--- src/rtl/fcf_err_latch.sv ---
module fcf_err_latch #(
  parameter int AW = 32
) (
  input  logic          clk,
  input  logic          rst_n,
  input  logic          fault,
  input  logic          clear,
  input  logic [AW-1:0] pred_seq,
  input  logic [AW-1:0] pred_alt,
  input  logic [AW-1:0] obs,
  output logic          err_flag,
  output logic          irq_req,
  output logic [AW-1:0] cap_seq,
  output logic [AW-1:0] cap_alt,
  output logic [AW-1:0] cap_obs
);
  logic first;
  assign first = fault && (!err_flag || clear);

  always_ff @(posedge clk or negedge rst_n) begin
    if (!rst_n) begin
      err_flag <= 1'b0;
      irq_req  <= 1'b0;
      cap_seq  <= '0;
      cap_alt  <= '0;
      cap_obs  <= '0;
    end else begin
      err_flag <= fault || (err_flag && !clear);
      irq_req  <= first;
      if (first) begin
        cap_seq <= pred_seq;
        cap_alt <= pred_alt;
        cap_obs <= obs;
      end
    end
  end


  flag_sticky_chk: assert property (@(posedge clk) disable iff (!rst_n)
    (err_flag && !clear) |=> err_flag);

  irq_with_flag_chk: assert property (@(posedge clk) disable iff (!rst_n)
    irq_req |-> err_flag);

  irq_single_chk: assert property (@(posedge clk) disable iff (!rst_n)
    (irq_req && !clear) |=> !irq_req);

  capture_hold_chk: assert property (@(posedge clk) disable iff (!rst_n)
    (err_flag && !clear) |=> ($stable(cap_obs) && $stable(cap_seq) && $stable(cap_alt)));
endmodule

--- config.mk ---
export PLATFORM = sky130hd
export DESIGN_NAME = fcf_err_latch
export DESIGN_NICKNAME = d
export VERILOG_FILES = /design/src/rtl/fcf_err_latch.sv
export SDC_FILE = /design/constraint.sdc
export NUM_CORES = 1
export LEC_CHECK = 0
export ABC_AREA = 0
export BUFFER_PORTS_ARGS = -buffer_cell sky130_fd_sc_hd__buf_2
export CORE_MARGIN = 2
export CORE_UTILIZATION = 48
export DETAILED_ROUTE_END_ITERATION = 6
export GPL_ROUTABILITY_DRIVEN = 0
export PLACE_DENSITY_LB_ADDON = 0.3
export SYNTH_ARGS = -nofsm -noshare
export SYNTH_HDL_FRONTEND = slang
export SYNTH_SLANG_ARGS = --single-unit
--- constraint.sdc ---
create_clock -name clk -period 3.8 [get_ports clk]
set_input_delay 1.14 -clock clk [delete_from_list [all_inputs] [get_ports clk]]
set_output_delay 1.14 -clock clk [all_outputs]
set_load 0.05 [all_outputs]
==> results of run 1 <==
[power breakdown]
part / total [mW] / switching, mW / internal (mW)
combinational: 1.02 / 0.721 / 0.303
sequential: 1.27 / 0.0723 / 1.19
clock: 0.645 / 0.340 / 0.306
total: 2.93 / 1.13 / 1.80
[cells in the mapped netlist]
cell and number:
nand2b_1 1, buf_2 6, buf_6 4, inv_1 1, dfrtp_1 98, nand2_4 1, mux2_2 67, mux2_4 29
nand2b_4 1
[final cells by class]
type	instances	area, um^2	area share, %
Clock buffer	12	135	2.68
Clock inverter	4	52.6	1.04
Inverter	1	3.75	0.0745
Multi-Input combinational cell	99	1220	24.2
Sequential cell	98	2450	48.7
Tap cell	102	128	2.53
Timing Repair Buffer	201	1040	20.7
[registers in the layout, summed over array words and instances, names as in the netlist]
signal,count
cap_alt,32
irq_req,1
cap_obs,32
cap_seq,32
err_flag,1
[per-layer routing]
layer / up-vias / GRT usage, % / share of wire [%]
met1: 1198 / 21.9 / 39
met2: 108 / 29.5 / 49
met5: - / 0 / 0
met4: 0 / 10.2 / 3.3
li1: 1123 / - / -
met3: 21 / 4.80 / 8.0
[worst max-delay path, delay by kind of cell]
| kind | cells | cell delay (ps) |
|---|---|---|
| buffers and inverters | 2 | 450 |
| multiplexers | 1 | 380 |
| AND/OR/NAND/NOR | 2 | 430 |
[how the worst max path moves through the flow]
stage / from / slack (ps) / to / cells after the start
after floorplan: clear / 1700 / cap_alt[27] / 5
after global placement: clear / 1280 / cap_alt[24] / 5
after detailed placement: clear / 1240 / cap_alt[19] / 5
after CTS: err_flag / 1590 / err_flag / 1
after global routing: clear / 1570 / cap_alt[19] / 5
final: clear / 1610 / cap_alt[25] / 5
[metrics by stage]
step | util (%) | worst slack (ps) | hold slack, ps
6_report | 65.9 | 1610 | 503
5_1_grt | 65.9 | 1570 | 515
4_1_cts | 65.9 | 1590 | 507
3_5_place_dp | 63.4 | 1240 | 487
3_3_place_gp | 63.4 | 1280 | 483
2_1_floorplan | - | 1700 | 824
[cells by family (layout without fill, tap and decap cells)]
| kind of cell | Yosys count | count (layout) | share of synthesized area (%) |
|---|---|---|---|
| buffers and inverters | 11 | 218 | 2.10 |
| multiplexers | 96 | 96 | 31.7 |
| AND/OR/NAND/NOR | 3 | 3 | 0.834 |
| flip-flops | 98 | 98 | 65.4 |
==> key figures, run 1 <==
Synth
  – Library cells used by synthesis: 9
  – Post-Synthesis Cells: 208
  – Post-Syn Area: 3750 um^2
  – Yosys warnings: 0
  – Post-synthesis sequential area ratio: 65.4%
  – Share of the synthesized area in the top cell type: 65.4%
  – Cell taking the most area after synthesis: dfrtp_1
  – Synth Register Bits: 98
  – Avg Inst Size Synth: 18.0 um^2
  – Post-synth net total: 308
  – Leading post-synthesis cells by cell area: dfrtp_1 65%, mux2_2 20%, mux2_4 12%, buf_6 1.2%, buf_2 0.80%

Die
  – Die footprint: 8540 um^2
  – Core area: 7650 um^2
  – Rows: 32
  – # IOs: 198
  – Die span in x: 92.4 um
  – Chip Height: 92.4 um
  – Initial Util: 49.1%

Route
  – Vias per cell: 4.74
  – DR pass1 iterations: 4
  – Avg WL per Cell: 15.1 um
  – Routed wire length: 7780 um
  – Remaining antenna violation count: 0
  – DRC Markers: 0
  – 1st-iter DRT viols: 48
  – Via count: 2,450

Timing
  – Max Slew Vio Count: 0
  – Peak Freq: 456 MHz
  – Slew headroom: 57.4%
  – RSZ-0062 raised after global routing: false
  – Worst-Margin Slew: 638 ps
  – Clk_skew: 10.8 ps
  – Final critical-path required period: 2190 ps
  – Finish-stage setup viols: 0
  – Fin. Hold Viols: 0
  – Setup tns final: 0 ps
  – Final period utilization: 57.7%

Hold path
  – Hold endpoint: cap_obs[13]
  – Hold path depth: 1
  – Worst Hold Launch: cap_obs[13]
  – Hold Path Class: reg2reg

Finish
  – Post-Layout Cell Count: 517
  – Most common cell after layout, fill and taps aside: buf_2
  – Layout cells sized above 1: 75.2%
  – Most frequent cells in the layout: 196 x buf_2, 98 x dfrtp_1, 67 x mux2_2
  – Fin nets: 510
  – Area Growth Syn to Fin: 34.2%
  – Finished Cell Area: 5040 um^2
  – Fill cells: 594
  – Ant. Diodes: 0

Clock network
  – CTS clk-pin slew, worst paths: 80 ps
  – Clock root buffer: clkbuf_8
  – Sink Count: 98
  – Post-CTS Hold Buffers: 0
  – H-Tree Depth: 3
  – CTS max path bufs: 2
  – Post-CTS sizing: 0
  – Worst skew pair latency: 350 ps
  – Post-CTS Setup Inserts: 0
  – CTS tree: yes
  – TritonCTS Buffers: 9

Critical path
  – Slowest Stage Delay on Critical Path: 380 ps
  – R2R cell count: 4
  – R2r setup slk: 2150 ps
  – CP startpoint kind: input pin
  – Worst path cell trace: buf_2 -> nand2b_4 -> nand2_4 -> buf_4 -> mux2_2
  – CP max FO: 26
  – Slowest CP cell: mux2_2
  – R2R Path Start: err_flag
  – CP Class: in2reg
  – R2r endpoint: cap_alt[25]
  – Required time worst endpoint: 4030 ps
  – CP Capture Type: register
  – WP data arrival: 2420 ps

Global routing
  – First-pass GRT wire length: 11,900 um
  – Pin count of the biggest net entering global routing: 52
  – Number of global-route vias before repair: 2,492
  – Tot GR Track Use: 18.1%
  – Initial antenna violation count: 0
  – Total congestion overflow: 0

Placement
  – DP Area: 4850 um^2
  – # placed instances: 501
  – Port buffer count: 197
  – Hpwl dp: 5760 um

Power and ir drop
  – Leakage: 2.59 nW
  – PD cells: 583 nW/um^2
  – Tot Pwr: 2.93 mW
  – Peak supply drop: 0.257 mV

Job
  – Max Cap Violations: 0

Status
  – Status: completed
No activity file was read; power rests on OpenSTA's default activity.
==> inputs of run 2 (changes only) <==
--- a/config.mk
+++ b/config.mk
@@ -8,7 +8,7 @@
 export ABC_AREA = 0
 export BUFFER_PORTS_ARGS = -buffer_cell sky130_fd_sc_hd__buf_2
 export CORE_MARGIN = 2
-export CORE_UTILIZATION = 48
+export CORE_UTILIZATION = 40
 export DETAILED_ROUTE_END_ITERATION = 6
 export GPL_ROUTABILITY_DRIVEN = 0
 export PLACE_DENSITY_LB_ADDON = 0.3
==> constraint.sdc (replaced) <==
create_clock -name clk -period 1.79 [get_ports clk]
set_input_delay 0.537 -clock clk [delete_from_list [all_inputs] [get_ports clk]]
set_output_delay 0.537 -clock clk [all_outputs]
set_load 0.05 [all_outputs]
==> run 2 against run 1 <==
Effect of this change:
- final cell count up 2.1%
- first-iteration DRC count is 42% lower
- core utilization shrank 10 points
- power rose by 110%
- highest routed layer unchanged
- non-clock buffer count rose by 2
- sequential share of layout area down 0.76 points
==> key figures, run 2 (synthesis gave the netlist of run 1 again) <==
Status
  – Status: completed

Finish
  – Ant. Diodes: 0
  – Most frequent cells in the layout: 196 x buf_2, 98 x dfrtp_1, 67 x mux2_2
  – Fin nets: 512
  – Area of the multi-input gates: 1220 um^2
  – Area Growth Syn to Fin: 36.3%
  – FF/Latch Area: 2450 um^2
  – Most common cell after layout, fill and taps aside: buf_2
  – Layout Utilization: 55.9%
  – Fill cells: 786
  – Layout cells sized above 1: 75.8%
  – Top flop regs: cap_alt x32, cap_obs x32, cap_seq x32

Clock network
  – TritonCTS Buffers: 9
  – Sink Count: 98
  – Post-CTS Setup Inserts: 0
  – Worst skew pair latency: 340 ps
  – Clock root buffer: clkbuf_8
  – CTS max path bufs: 2
  – CTS clk-pin slew, worst paths: 90 ps
  – CTS tree: yes
  – Post-CTS sizing: 0
  – Post-CTS Hold Buffers: 0
  – H-Tree Depth: 3

Critical path
  – Worst path cell trace: buf_2
  – R2R cell count: 4
  – Slowest Stage Delay on Critical Path: 400 ps
  – CP max FO: 2
  – R2R Path Start: err_flag
  – WP data arrival: 1020 ps
  – Critical path buffer and inverter count: 1
  – Worst path depth: 1
  – Delay-heaviest family, CP: flip-flops
  – R2r setup slk: 460 ps
  – R2r endpoint: cap_alt[31]
  – Critical Path Start: err_flag
  – CP startpoint kind: register
  – Crit path to: err_flag
  – CP Class: reg2out
  – CP Capture Type: output port
  – Slowest CP cell: dfrtp_1
  – Required time worst endpoint: 1250 ps

Global routing
  – Met3 usage: 3.40%
  – Initial antenna violation count: 0
  – Pin count of the biggest net entering global routing: 38
  – Gr busiest metal: met2
  – Met2 Resource Use GR: 27.5%
  – Tot GR Track Use: 15.4%
  – Met1 Usage GRT: 17.4%
  – Total congestion overflow: 0
  – Number of global-route vias before repair: 2,509
  – First-pass GRT wire length: 12,100 um

Power and ir drop
  – Leakage: 2.62 nW
  – Peak supply drop: 0.519 mV
  – PD cells: 1230 nW/um^2

Timing
  – Worst-Margin Slew: 343 ps
  – Final period utilization: 86.9%
  – RSZ-0062 raised after global routing: false
  – Fin. Hold Viols: 0
  – Finish-stage setup viols: 0
  – Slew headroom: 77.1%
  – Clk_skew: 6.92 ps
  – Max Slew Vio Count: 0
  – Peak Freq: 643 MHz
  – Setup tns final: 0 ps
  – Final critical-path required period: 1560 ps

Route
  – 1st-iter DRT viols: 28
  – Routed wire length: 8020 um
  – Remaining antenna violation count: 0
  – Vias per cell: 4.62
  – DRC Markers: 0
  – DR pass1 iterations: 4
  – Avg WL per Cell: 15.2 um
  – Via count: 2,441

Die
  – # IOs: 198
  – Rows: 35
  – Chip Height: 101 um
  – Die footprint: 10,200 um^2
  – Initial Util: 41.0%
  – Core area: 9150 um^2
  – Die span in x: 101 um

Job
  – Max Cap Violations: 0

Hold path
  – Hold Path Class: in2async

Placement
  – Port buffer count: 197
  – Hpwl dp: 6050 um
-- run 2: changes by cell type in the layout (fill, tap and decap cells not counted), sizes merged --
cell	previous run	this run
clkbuf	12	11
inv	1	2
clkinv	0	1
clkinvlp	3	2
buf	201	203
-- run 2: worst min-delay path by stage --
stage	slack (ps)	endpoint
2_1_floorplan	240	cap_alt[0]
3_3_place_gp	470	cap_seq[19]
3_5_place_dp	470	cap_alt[2]
4_1_cts	80	cap_alt[2]
5_1_grt	80	cap_alt[28]
6_report	90	cap_seq[25]
-- run 2: cell type report --
cell class,instances,area share [%]
clock buffers,11,2.76
multi-input cells,99,23.9
inverters,1,0.0734
clock inverters,5,1.22
flip-flops and latches,98,47.9
well taps,111,2.71
repair buffers,203,21.4
-- run 2: routing by layer --
metal,part of all wire [%],vias up,wire length [um]
met3,6.5,13,523
met4,2.1,0,165
met2,53,92,4260
met5,0,-,0
li1,-,1132,-
met1,38,1204,3070
-- run 2: through the flow --
| stage | area [um^2] | total power [mW] | setup slack [ps] | std cells | hold slack [ps] |
|---|---|---|---|---|---|
| 6_report | 5120 | 6.31 | 234 | 528 | 87.6 |
| 4_1_cts | 5120 | 6.42 | 198 | 528 | 77.1 |
| 3_5_place_dp | 4910 | 4.94 | 141 | 512 | 469 |
| 3_3_place_gp | 4910 | 4.90 | 159 | 512 | 467 |
| 5_1_grt | 5120 | 6.61 | 182 | 528 | 83.0 |
| 2_1_floorplan | 3750 | 4.34 | 220 | 208 | 241 |
-- run 2: power breakdown --
part	internal (mW)	switching [mW]
Clock	0.693	0.737
Sequential	2.53	0.153
Combinational	0.657	1.54
Total	3.88	2.43
==> inputs of run 3 (changes only) <==
--- a/config.mk
+++ b/config.mk
@@ -8,7 +8,7 @@
 export ABC_AREA = 0
 export BUFFER_PORTS_ARGS = -buffer_cell sky130_fd_sc_hd__buf_2
 export CORE_MARGIN = 2
-export CORE_UTILIZATION = 40
+export CORE_UTILIZATION = 35
 export DETAILED_ROUTE_END_ITERATION = 6
 export GPL_ROUTABILITY_DRIVEN = 0
 export PLACE_DENSITY_LB_ADDON = 0.3
==> constraint.sdc (replaced) <==
create_clock -name clk -period 1.79 [get_ports clk]
set_input_delay 0.537 -clock clk [delete_from_list [all_inputs] [get_ports clk]]
set_output_delay 0.537 -clock clk [all_outputs]
set_load 0.01 [all_outputs]
==> run 3 against run 2 <==
Effect of this change:
- routed wire length fell by 1.1%
- combinational power shrank 47%
- sequential share of layout area fell by 0.26 points
- clock skew is 1.3 ps lower
- maximum frequency up 6.1%
- clock power up 9%
- final cell count increased by 4.5%
- critical endpoint unchanged
==> key figures, run 3 (synthesis gave the netlist of run 1 again) <==
Die
  – Chip Height: 108 um
  – Die span in x: 108 um
  – # IOs: 198
  – Rows: 37
  – Initial Util: 36.2%
  – Die footprint: 11,600 um^2
  – Core area: 10,400 um^2

Timing
  – Finish-stage setup viols: 0
  – Hold WS: 209 ps
  – Setup tns final: 0 ps
  – Final critical-path required period: 1470 ps
  – Clk_skew: 5.58 ps
  – Fin. Hold Viols: 0
  – Worst-Margin Slew: 515 ps
  – Peak Freq: 682 MHz
  – Worst setup margin: 323 ps
  – Slew headroom: 65.6%
  – Max Slew Vio Count: 0
  – Final period utilization: 82.0%
  – RSZ-0062 raised after global routing: false

Clock network
  – H-Tree Depth: 3
  – Worst skew pair latency: 350 ps
  – CTS tree: yes
  – Post-CTS sizing: 0
  – Clock root buffer: clkbuf_8
  – Post-CTS Hold Buffers: 0
  – TritonCTS Buffers: 9
  – CTS clk-pin slew, worst paths: 90 ps
  – Sink Count: 98
  – Post-CTS Setup Inserts: 0
  – CTS max path bufs: 2

Job
  – Max Cap Violations: 0

Critical path
  – Delay-heaviest family, CP: flip-flops
  – Slowest CP cell: dfrtp_1
  – Required time worst endpoint: 1250 ps
  – CP Capture Type: output port
  – WP data arrival: 930 ps
  – CP Class: reg2out
  – Slowest Stage Delay on Critical Path: 420 ps
  – Worst path cell trace: buf_2
  – CP max FO: 2
  – R2R cell count: 4
  – Critical path buffer and inverter count: 1
  – CP startpoint kind: register
  – Worst path depth: 1

Placement
  – Port buffer count: 197
  – Hpwl dp: 5860 um
  – Dpl ws: 86.3 ps
  – DP Area: 4920 um^2

Route
  – DR pass1 iterations: 4
  – 1st-iter DRT viols: 68
  – Remaining antenna violation count: 0
  – Routed wire length: 7940 um
  – Via count: 2,443
  – DRC Markers: 0
  – Avg WL per Cell: 14.4 um
  – Vias per cell: 4.43

Global routing
  – First-pass GRT wire length: 12,400 um
  – Number of global-route vias before repair: 2,601
  – Initial antenna violation count: 0
  – Tot GR Track Use: 13.9%
  – Pin count of the biggest net entering global routing: 99
  – Total congestion overflow: 0

Hold path
  – Hold Path Class: in2async

Finish
  – Top flop regs: cap_alt x32, cap_obs x32, cap_seq x32
  – Ant. Diodes: 0
  – Finished Cell Area: 5140 um^2
  – FF/Latch Area: 2450 um^2
  – Most frequent cells in the layout: 196 x buf_2, 98 x dfrtp_1, 67 x mux2_2
  – Fin nets: 511
  – Area Growth Syn to Fin: 37.1%
  – Most common cell after layout, fill and taps aside: buf_2
  – Area of the multi-input gates: 1220 um^2
  – Layout cells sized above 1: 75.5%
  – Fill cells: 946

Power and ir drop
  – Peak supply drop: 0.517 mV
  – Leakage: 2.62 nW
  – PD cells: 1050 nW/um^2
  – Tot Pwr: 5.40 mW

Status
  – Status: completed
run 3: cell count changes in the layout (fill, tap and decap cells not counted):
cell,before,now
inv_6,1,0
clkbuf_1,1,2
clkinv_4,1,0
buf_12,5,4
bufinv_16,1,2
run 3: final timing paths:
check	startpoint	endpoint	slack (ps)
worst max-delay path	err_flag	err_flag	320
worst min-delay path	rst_n	cap_alt[3]	210
worst max register to register	err_flag	cap_obs[25]	410
worst min register to register	cap_seq[29]	cap_seq[29]	500
max in group asynchronous	rst_n	cap_obs[24]	1170
min in group clk	pred_seq[28]	cap_seq[28]	400
run 3: area by class of cell:
| type | count | share of cell area, % |
|---|---|---|
| Clock buffer | 12 | 2.82 |
| Clock inverter | 4 | 1.46 |
| Inverter | 1 | 0.0730 |
| Multi-Input combinational cell | 99 | 23.7 |
| Sequential cell | 98 | 47.7 |
| Tap cell | 136 | 3.31 |
| Timing Repair Buffer | 202 | 20.9 |
run 3: metal layers:
| metal | part of all wire, % | GRT usage (%) | routed length, um |
|---|---|---|---|
| met5 | 0 | 0 | 0 |
| met4 | 3.5 | 9.16 | 274 |
| met3 | 7.7 | 4.24 | 614 |
| met2 | 48 | 22.0 | 3830 |
| met1 | 41 | 16.4 | 3220 |
run 3: through the flow:
stage          utilization (%)  std cells
2_1_floorplan                -        208
3_3_place_gp              47.5        536
3_5_place_dp              47.5        536
4_1_cts                   49.6        552
5_1_grt                   49.6        552
6_report                  49.6        552
run 3: power breakdown:
group	total (mW)	switching (mW)	internal, mW
registers	2.69	0.151	2.53
logic	1.16	0.515	0.648
clock network	1.56	0.729	0.827
